### config.mk
export PLATFORM = sky130hd
export DESIGN_NAME = txreq_arb
export DESIGN_NICKNAME = d
export VERILOG_FILES = /design/src/rtl/txarb_pkg.sv /design/src/rtl/txarb_chan.sv /design/src/rtl/txarb_pick.sv /design/src/rtl/txreq_arb.sv
export SDC_FILE = /design/constraint.sdc
export NUM_CORES = 1
export LEC_CHECK = 0
export BUFFER_PORTS_ARGS = -buffer_cell sky130_fd_sc_hd__clkbuf_2
export CAP_MARGIN = 20
export CORE_MARGIN = 3
export CORE_UTILIZATION = 40
export DETAILED_ROUTE_END_ITERATION = 10
export HOLD_SLACK_MARGIN = 0.12
export PLACE_DENSITY = 0.7
export SYNTH_ARGS = -nofsm -noshare
export SYNTH_HDL_FRONTEND = slang
export SYNTH_SLANG_ARGS = --single-unit
### constraint.sdc
create_clock -name clk -period 1.3 [get_ports clk]
set_input_delay 0.065 -clock clk [delete_from_list [all_inputs] [get_ports clk]]
set_output_delay 0.065 -clock clk [all_outputs]
set_load 0.005 [all_outputs]
### src/rtl/txarb_pkg.sv
package txarb_pkg;

   typedef enum logic [1:0] {
      MD_SINGLE = 2'b00,
      MD_MULTI  = 2'b01,
      MD_DEP    = 2'b10,
      MD_RSVD   = 2'b11
   } txmode_e;

   typedef enum logic [1:0] {
      PH_IDLE = 2'b00,
      PH_REQ  = 2'b01,
      PH_ACT  = 2'b10
   } phase_e;

endpackage

### src/rtl/txarb_chan.sv
module txarb_chan
   import txarb_pkg::*;
#(
   parameter int MODE_W = 2
) (
   input  logic              clk,
   input  logic              rst_n,
   input  logic [MODE_W-1:0] mode,
   input  logic              dep,
   input  logic              grant,
   input  logic              ack,
   input  logic              nr,
   input  logic              done,
   input  logic              err_evt,
   input  logic              go_set,
   input  logic              stat_clr,
   output logic              req,
   output logic              idle,
   output logic              elig,
   output logic              go,
   output logic              stat,
   output logic              clr_go,
   output logic              nr_hit,
   output logic              err_hit
);

   phase_e ph, ph_n;
   logic   is_single, is_multi;

   assign is_single = (mode == MD_SINGLE);
   assign is_multi  = (mode == MD_MULTI);
   assign nr_hit    = (ph == PH_REQ) && nr;
   assign err_hit   = (ph == PH_ACT) && err_evt;
   assign clr_go    = !dep && (((ph == PH_REQ) && ack && !nr && is_single) || nr_hit || err_hit);
   assign req       = (ph == PH_REQ);
   assign idle      = (ph == PH_IDLE);
   assign elig      = !dep && go && !stat && (is_single || is_multi) && idle;

   always_comb begin
      ph_n = ph;
      unique case (ph)
         PH_IDLE: if (grant) ph_n = PH_REQ;
         PH_REQ: begin
            if (nr)       ph_n = PH_IDLE;
            else if (ack) ph_n = PH_ACT;
         end
         PH_ACT:  if (done || err_evt) ph_n = PH_IDLE;
         default: ph_n = PH_IDLE;
      endcase
   end

   always_ff @(posedge clk or negedge rst_n) begin
      if (!rst_n) begin
         ph   <= PH_IDLE;
         go   <= 1'b0;
         stat <= 1'b0;
      end else begin
         ph   <= ph_n;
         go   <= (go | go_set) & ~clr_go;
         stat <= err_hit | (stat & ~stat_clr);
      end
   end

   a_r1_req_held: assert property (@(posedge clk) disable iff (!rst_n)
      (req && !ack && !nr) |=> req);

   a_r3_single_clears: assert property (@(posedge clk) disable iff (!rst_n)
      (!dep && is_single && req && ack && !nr) |=> !go);

   a_r5_nr_clears: assert property (@(posedge clk) disable iff (!rst_n)
      (!dep && nr_hit) |=> !go);

   a_r6_err_flag: assert property (@(posedge clk) disable iff (!rst_n)
      err_hit |=> (stat && idle));

   a_r7_stat_blocks: assert property (@(posedge clk) disable iff (!rst_n)
      (idle && stat) |=> idle);

   a_r11_hw_wins: assert property (@(posedge clk) disable iff (!rst_n)
      (clr_go && go_set) |=> !go);

endmodule

### src/rtl/txarb_pick.sv
module txarb_pick #(
   parameter int NUM_CH   = 2,
   parameter int FIRST_CH = 0
) (
   input  logic              clk,
   input  logic              rst_n,
   input  logic              dep,
   input  logic              dep_go_set,
   input  logic              first_sel,
   input  logic              fifo_room,
   input  logic [NUM_CH-1:0] idle,
   input  logic [NUM_CH-1:0] elig,
   input  logic [NUM_CH-1:0] stat,
   input  logic [NUM_CH-1:0] nr_hit,
   input  logic [NUM_CH-1:0] err_hit,
   output logic [NUM_CH-1:0] grant,
   output logic              dep_go,
   output logic              dep_clr
);

   logic nxt;
   logic stall;
   logic last;

   assign dep_clr = dep && ((|nr_hit) || (|err_hit));

   always_comb begin
      grant = '0;
      if (fifo_room && (&idle)) begin
         if (dep) begin
            if (dep_go && !stat[nxt]) grant[nxt] = 1'b1;
         end else if (&elig) begin
            grant[~last] = 1'b1;
         end else begin
            grant = elig;
         end
      end
   end

   always_ff @(posedge clk or negedge rst_n) begin
      if (!rst_n) begin
         dep_go <= 1'b0;
         nxt    <= 1'b0;
         stall  <= 1'b0;
         last   <= (FIRST_CH == 0) ? 1'b1 : 1'b0;
      end else begin
         if (|grant) last <= grant[1];
         if (dep_clr)         dep_go <= 1'b0;
         else if (dep_go_set) dep_go <= 1'b1;
         if (dep && (|nr_hit)) begin
            nxt   <= nr_hit[1];
            stall <= 1'b1;
         end else if (dep && (|grant)) begin
            nxt <= grant[0];
         end else if (dep_go_set && !dep_go) begin
            nxt   <= stall ? nxt : first_sel;
            stall <= 1'b0;
         end
      end
   end

   a_r4_room_idle: assert property (@(posedge clk) disable iff (!rst_n)
      (|grant) |-> (fifo_room && (&idle) && $onehot(grant)));

   a_r10_dep_stall: assert property (@(posedge clk) disable iff (!rst_n)
      (dep && (|nr_hit)) |=> !dep_go);

   a_r9_dep_turn: assert property (@(posedge clk) disable iff (!rst_n)
      (dep && grant[0] && !(|nr_hit)) |=> nxt);

endmodule

### src/rtl/txreq_arb.sv
module txreq_arb #(
   parameter int NUM_CH      = 2,
   parameter int MODE_W      = 2,
   parameter int FIRST_CH    = 0,
   parameter bit REG_STROBES = 1'b1
) (
   input  logic             clk,
   input  logic             rst_n,
   input  logic [1:0]       ch0_mode,
   input  logic [1:0]       ch1_mode,
   input  logic [1:0]       go_set,
   input  logic             dep_go_set,
   input  logic             first_sel,
   input  logic             fifo_room,
   input  logic [1:0]       req_ack,
   input  logic [1:0]       pkt_done,
   input  logic [1:0]       desc_nr,
   input  logic             tx_err,
   input  logic             sqe_err,
   input  logic             mask_tx,
   input  logic             mask_sqe,
   input  logic [1:0]       stat_clr,
   input  logic [1:0]       cause_clr,
   output logic [1:0]       req,
   output logic [1:0]       go,
   output logic             dep_go,
   output logic [1:0]       go_clr,
   output logic             dep_go_clr,
   output logic [1:0]       err_stat,
   output logic [1:0]       err_cause
);
   import txarb_pkg::*;

   localparam int CAUSE_W = 2;

   if (NUM_CH != 2) begin : g_bad_ch
      $error("txreq_arb supports exactly two channels");
   end
   if (MODE_W != 2) begin : g_bad_mode
      $error("txreq_arb mode field must be 2 bits");
   end
   if (FIRST_CH < 0 || FIRST_CH >= NUM_CH) begin : g_bad_first
      $error("FIRST_CH out of range");
   end

   logic [MODE_W-1:0] mode_v [NUM_CH];
   logic [NUM_CH-1:0] idle_w, elig_w, clr_w, nr_w, errh_w, grant_w;
   logic              dep, err_evt, dep_clr_w;
   logic              tx_hit, sqe_hit;

   assign mode_v[0] = ch0_mode;
   assign mode_v[1] = ch1_mode;
   assign dep       = (ch0_mode == MD_DEP) && (ch1_mode == MD_DEP);
   assign tx_hit    = tx_err && !mask_tx;
   assign sqe_hit   = sqe_err && !mask_sqe;
   assign err_evt   = tx_hit || sqe_hit;

   for (genvar c = 0; c < NUM_CH; c++) begin : g_ch
      txarb_chan #(.MODE_W(MODE_W)) u_chan (
         .clk      (clk),
         .rst_n    (rst_n),
         .mode     (mode_v[c]),
         .dep      (dep),
         .grant    (grant_w[c]),
         .ack      (req_ack[c]),
         .nr       (desc_nr[c]),
         .done     (pkt_done[c]),
         .err_evt  (err_evt),
         .go_set   (go_set[c]),
         .stat_clr (stat_clr[c]),
         .req      (req[c]),
         .idle     (idle_w[c]),
         .elig     (elig_w[c]),
         .go       (go[c]),
         .stat     (err_stat[c]),
         .clr_go   (clr_w[c]),
         .nr_hit   (nr_w[c]),
         .err_hit  (errh_w[c])
      );
   end

   txarb_pick #(.NUM_CH(NUM_CH), .FIRST_CH(FIRST_CH)) u_pick (
      .clk        (clk),
      .rst_n      (rst_n),
      .dep        (dep),
      .dep_go_set (dep_go_set),
      .first_sel  (first_sel),
      .fifo_room  (fifo_room),
      .idle       (idle_w),
      .elig       (elig_w),
      .stat       (err_stat),
      .nr_hit     (nr_w),
      .err_hit    (errh_w),
      .grant      (grant_w),
      .dep_go     (dep_go),
      .dep_clr    (dep_clr_w)
   );

   logic [CAUSE_W-1:0] cause_set;
   assign cause_set = (|errh_w) ? {sqe_hit, tx_hit} : '0;

   always_ff @(posedge clk or negedge rst_n) begin
      if (!rst_n) err_cause <= '0;
      else        err_cause <= cause_set | (err_cause & ~cause_clr);
   end

   if (REG_STROBES) begin : g_strobe_reg
      always_ff @(posedge clk or negedge rst_n) begin
         if (!rst_n) begin
            go_clr     <= '0;
            dep_go_clr <= 1'b0;
         end else begin
            go_clr     <= clr_w;
            dep_go_clr <= dep_clr_w;
         end
      end
   end else begin : g_strobe_comb
      assign go_clr     = clr_w;
      assign dep_go_clr = dep_clr_w;
   end

   a_r1_one_busy: assert property (@(posedge clk) disable iff (!rst_n)
      $onehot0(~idle_w));

   a_r2_rsvd_quiet: assert property (@(posedge clk) disable iff (!rst_n)
      (ch0_mode == MD_RSVD && idle_w[0]) |=> !req[0]);

   a_r6_cause_set: assert property (@(posedge clk) disable iff (!rst_n)
      ((|errh_w) && tx_hit) |=> err_cause[0]);

endmodule

* Word-level counts from Yosys, hierarchy flattened
Cells that the tools add are included.
** Storage, ports and cells
- Register bits :: 17
- Latch bits :: 0
- Memory bits (writable) :: 0
- ROM bits :: 0
- Bits of input ports :: 25
- Output and inout port bits :: 12
- Logic and storage cells :: 145
- Memories kept :: 0
** Cells by class
- $add $sub $neg :: 0
- $mul :: 0
- Divide/modulo/power cells :: 0
- Order comparisons :: 4
- Equal/unequal tests :: 16
- Shift operators :: 0
- Mux-type cells :: 30
- Bitwise operators :: 16
- Reductions and logical operators :: 66
** Operators by type and width (number)
- 1-bit logical AND :: 31
- 2-bit two-way mux :: 13
- 1-bit two-way mux :: 13
- 2-bit one-hot mux with 3 select lines :: 2
- 1-bit logical OR :: 10
- 1-bit logical NOT :: 9
- 3-bit != test (second input constant) :: 3
- 2-bit by 1-bit == test with 1-bit output (second input constant) :: 4
- 2-bit == test (second input constant) :: 4
- 2-bit logical NOT :: 4
- 2-bit != test (second input constant) :: 4
- 2-bit AND reduction :: 4
- 3-bit AND reduction :: 2
- 2-bit OR reduction :: 3
- 1-bit NOT :: 5
- 1-bit AND :: 4
- 1-bit by 2-bit less-than comparator with 1-bit output (second input constant) :: 2
- 1-bit OR :: 4
- 2-bit nonzero test :: 2
- 3-bit nonzero test :: 1
- 2-bit AND :: 1
- 1-bit demux with 1-bit select :: 2
- 1-bit >= comparator (second input constant) :: 2
- 2-bit by 1-bit != test with 1-bit output (second input constant) :: 1
- 2 further kinds :: 2

* Depth between registers and ports, before layout
- Depth after elaboration :: 15
- Depth in mapped cells :: 4
- Gate-level depth less buffers :: 4

* Cells and area by module
A second synthesis with hierarchy kept.
** Second synthesis, totals
- Cell total of the unflattened synthesis :: 98
- Area, all modules :: 937.1 um2
** Modules (own cells, without submodules)
- txarb_chan :: times used 2, cells an instance 26, area each 244.0 um2, sequential area each 100.1 um2
- txarb_pick :: times used 1, cells an instance 32, area each 256.5 um2, sequential area each 101.3 um2
- txreq_arb :: times used 1, cells an instance 14, area each 192.7 um2, sequential area each 125.1 um2

* Worst setup path before layout
OpenSTA, ideal clock, no wires.
- Path kind :: flip-flop to flip-flop
- Start point :: register g_ch[0].u_chan.ph[1]
- End point :: register u_pick.nxt
- Library setup time :: 0.132 ns
- Data arrival time :: 1.058 ns
- Data required time :: 1.168 ns
- Setup slack :: 0.110 ns
- Cell stages (with the launch flop) :: 5
- Path buffers :: 0
- Period minus slack after synthesis :: 1.190 ns
- Cell sequence :: dfrtp_1 nor2_1 nand3_2 o32ai_1 a211oi_1
** On the way
- Longest elaborated chain between the ends :: 10
- Elaborated cells on any way between the ends :: 19
- Those cells by class :: eq/ne (2); mux (5); reduce/logical (12)
** RTL lines
- start, declared :: line txarb_chan.sv:27 : phase_e ph, ph_n;
- start signal, assigned :: line txarb_chan.sv:58 : ph <= ph_n;
- 2-bit logical NOT :: line txarb_chan.sv:36 : assign idle = (ph == PH_IDLE);
- 1-bit logical AND :: line txarb_chan.sv:37 : assign elig = !dep && go && !stat && (is_single || is_multi) && idle;
- 2-bit AND reduction :: line txarb_pick.sv:32 : end else if (&elig) begin
- 2-bit two-way mux :: line txarb_pick.sv:32
- 2-bit two-way mux :: line txarb_pick.sv:30 : if (dep) begin
- 2-bit two-way mux :: line txarb_pick.sv:29 : if (fifo_room && (&idle)) begin
- 2-bit OR reduction :: line txarb_pick.sv:53 : end else if (dep && (|grant)) begin
- 1-bit logical AND :: line txarb_pick.sv:53
- 3-bit != test (no source line) (tied with other cells)
- 2-bit AND reduction (no source line) or 1-bit two-way mux (tied branches)
- end signal, assigned :: line txarb_pick.sv:51 : nxt <= nr_hit[1];
- end signal, assigned :: line txarb_pick.sv:54 : nxt <= grant[0];
- end signal, assigned :: line txarb_pick.sv:56 : nxt <= stall ? nxt : first_sel;
- end, declared :: line txarb_pick.sv:21 : logic nxt;
Several ways; a longest one is shown, not always the timed one.
A chain may end at the register's enable or synchronous reset.

* Final worst setup path
- Start point :: input desc_nr[0]
- End point :: register g_ch[0].u_chan.ph[0]
** On the way
- Longest elaborated chain between the ends :: 2
- Elaborated cells on any way between the ends :: 4
- Those cells by class :: eq/ne (1); mux (2); reduce/logical (1)
** RTL lines
- start, declared :: line txreq_arb.sv:17 : input logic [1:0] desc_nr,
- 3-bit != test (no source line) or 2-bit two-way mux (tied branches)
- 3-bit AND reduction (no source line) or 2-bit one-hot mux with 3 select lines (tied branches)
Several ways; a longest one is shown, not always the timed one.

==> flow_summary.toml <==
[floorplan]
die_area_um2 = 2953
initial_core_util_pct = 44.89
io_pins = 37
num_rows = 16
die_y_um = 54.34
core_area_um2 = 2082
fp.dieW_um = 54.34

[detailed_routing]
drc = 0
drtIter0Drc = 7
viasPerCell = 5.176
ant_nets = 0
drt_wl_total_um = 2454
wire_per_inst_um = 13.94
firstDrtPassIters = 4
vias = 911

[min_path]
hold_depth = 3
hp-start = "pkt_done[1]"
hold_class = "in -> reg"
hold_end = "g_ch[1].u_chan.ph[1]"

[critical_path]
timing.reg2reg.setup_slack_ns = 0.04
cp.arrival_ns = 1.47
crit_buf_inv = 2
cp_max_fo = 4
r2r_cells = 3
cp_slowest_stage_delay_ns = 0.53
start_kind = "input pin"
cp-end-kind = "register"
cpLargestDelayFamily = "buffers and inverters"
cp.required_ns = 1.50
timing.critical_path.cells = "dlygate4sd3_1, clkbuf_2, or3b_4, o21a_1, a221oi_2"
r2r_start = "g_ch[0].u_chan.ph[0]"
cp_slowest_cell = "dlygate4sd3_1"
crit_type = "in -> reg"
r2r_end = "g_ch[0].u_chan.ph[0]"

[timing]
min_period_over_period_pct = 97.40
rsz0062_at_grt = "yes"
worstMarginPinSlew_ns = 0.4276
fmax_ghz = 0.7897
period_minus_slack_ns = 1.266
finalHoldViolCount = 0
slew_viol_final = 0
finClkSkew_ns = 0.006015
setup_ws_ns = 0.03374
slew_headroom_pct = 71.50
setup_viol = 0

[run]
maxCapViolCount = 0

[placement]
preCtsSetupSlack_ns = -0.001271
place_congestion = 0.7943
io_buffers = 36
place_inst = 158
place_hpwl_um = 1844

[status]
status = "complete, no violations"

[final_layout]
diodes = 0
stdcell_count = 176
drive_gt1_share_pct = 40.94
syn_to_final_growth_pct = 42.84
final_common_cell = "clkbuf_2"
final_cell_mix = "clkbuf_2, dfrtp_1, dlygate4sd3_1, o21ai_0, nor2_1"
finalNetCount = 175

[clocking]
cts_root_buffer = "clkbuf_4"
htreeDepth = 1
clock-sinks = 17
cts_tree = "built"
cts_inserted_buffers = 3
postCtsSetupBuffers = 0
clock_latency_ns = 0.30
clkTransAtPathRegs_ns = 0.11
cts_buffer_depth = 2

[grt]
grtUsageTotal_pct = 18.57
grt_pass1_wl_um = 3926
antenna_found_initial = 0
grt_pass1_vias = 879
grt-ovfl-total = 0
grt_max_degree = 18

[yosys]
ys_async_sr_fraction_pct = 100.0
yosysUniqueCellTypes = 39
syn-num-nets = 122
syn_inst = 97
yosys_warnings = 0
synth_edf_count = 0
yosysSeqAreaShare_pct = 45.65
ys.flop_type = "dfrtp_1"
synth_seq_cells = 17
syn_avg_cell_area_um2 = 9.636
synth_area_um2 = 934.6

[power]
p_clk_share_pct = 15.4
swShare_pct = 35.94
vdd_ir_drop_max_mv = 0.8211
power_leakage_nw = 0.6267
internal-power_mw = 1.216
switchingPower_mw = 0.6821
seqPwrFrac_pct = 42.5
power.density_nw_per_um2 = 1422
pwr-share-comb_pct = 42.1
cell usage after synthesis, types with 2 or more instances:
| master | number | area share (%) |
|---|---|---|
| a21oi_1 | 2 | 1.1 |
| a22o_1 | 2 | 1.9 |
| and2_1 | 2 | 1.3 |
| and3_1 | 2 | 1.3 |
| buf_4 | 6 | 4.8 |
| dfrtp_1 | 16 | 43 |
| inv_1 | 4 | 1.6 |
| nand2_1 | 6 | 2.4 |
| nor2_1 | 12 | 4.8 |
| nor2b_1 | 5 | 3.3 |
| nor3b_1 | 2 | 1.6 |
| o21ai_0 | 11 | 5.9 |
kinds of logic (layout without fill, tap and decap cells):
logic type	count (synthesis)	after routing	synth area share, %
flops	17	17	45.65
mux	1	1	1.071
compound gates	27	27	19.68
simple gates	42	42	27.17
buf+inv	10	62	6.425
sequential cells by signal (all words and copies together) (netlist names), 2 cells and up:
name              flops
err_cause             2
g_ch.u_chan.go        2
g_ch.u_chan.ph        4
g_ch.u_chan.stat      2
go_clr                2
stage by stage:
stage / power [mW] / cell area, µm² / utilization, % / setup TNS, ns / hold WS, ns
4_1_cts: 1.835 / 1304 / 62.62 / 0 / 0.1452
3_3_place_gp: 1.466 / 1134 / 54.45 / 0 / 0.02296
5_1_grt: 2.040 / 1335 / 64.12 / -0.03110 / 0.1649
6_report: 1.898 / 1335 / 64.12 / 0 / 0.1565
2_1_floorplan: 1.271 / 934.6 / - / 0 / -0.2306
3_5_place_dp: 1.499 / 1134 / 54.45 / -0.001271 / 0.02825
layout make-up:
class | instances | area, µm²
clock buffer | 3 | 22.52
clock inverter | 1 | 5.005
fill | 184 | 747.0
inverter | 4 | 15.01
multi-input combinational | 70 | 479.2
sequential | 17 | 429.2
tap | 27 | 33.78
timing repair buffer | 54 | 350.3
how the worst max path moves through the flow:
stage	endpoint	cells past startpoint	from	slack, ns
global route	g_ch[1].u_chan.go	4	g_ch[1].u_chan.ph[0]	-0.02
global placement	g_ch[0].u_chan.ph[0]	4	g_ch[0].u_chan.ph[1]	0.08
floorplan	u_pick.nxt	4	g_ch[0].u_chan.ph[1]	0.11
finish	g_ch[0].u_chan.ph[0]	5	desc_nr[0]	0.03
CTS	u_pick.nxt	4	g_ch[1].u_chan.ph[0]	0.001
detailed placement	g_ch[0].u_chan.ph[0]	4	g_ch[0].u_chan.ph[1]	-0.001
what timing repair did:
action                                 4_1_cts  5_1_grt
gates resized for setup                      1        9
endpoints found under the hold margin       28        0
hold buffers                                14        0
setup endpoints to repair                    2        8
pin swaps                                    0        4
worst register-to-register path: cells and delay by family (launching register included):
kind / cells / cell delay [ns]
simple gates: 1 / 0.40
compound gates: 2 / 0.35
flops: 1 / 0.42
power by group through the flow:
stage	logic, mW	clock network (mW)	registers (mW)
3_5_place_dp	0.703	0	0.796
3_3_place_gp	0.682	0	0.785
2_1_floorplan	0.502	0	0.770
6_report	0.799	0.292	0.806
5_1_grt	0.888	0.327	0.825
4_1_cts	0.745	0.303	0.788
metal layers:
layer / wire length, µm / up-vias / share of wire [%] / global-route usage [%]
met5: 0 / - / 0 / 0
met4: 40 / 0 / 1.6 / 7.469
met3: 119 / 5 / 4.8 / 2.452
met2: 1147 / 28 / 47 / 31.87
met1: 1146 / 429 / 47 / 23.31
li1: - / 449 / - / -
Power figures use the tool's default switching activity.
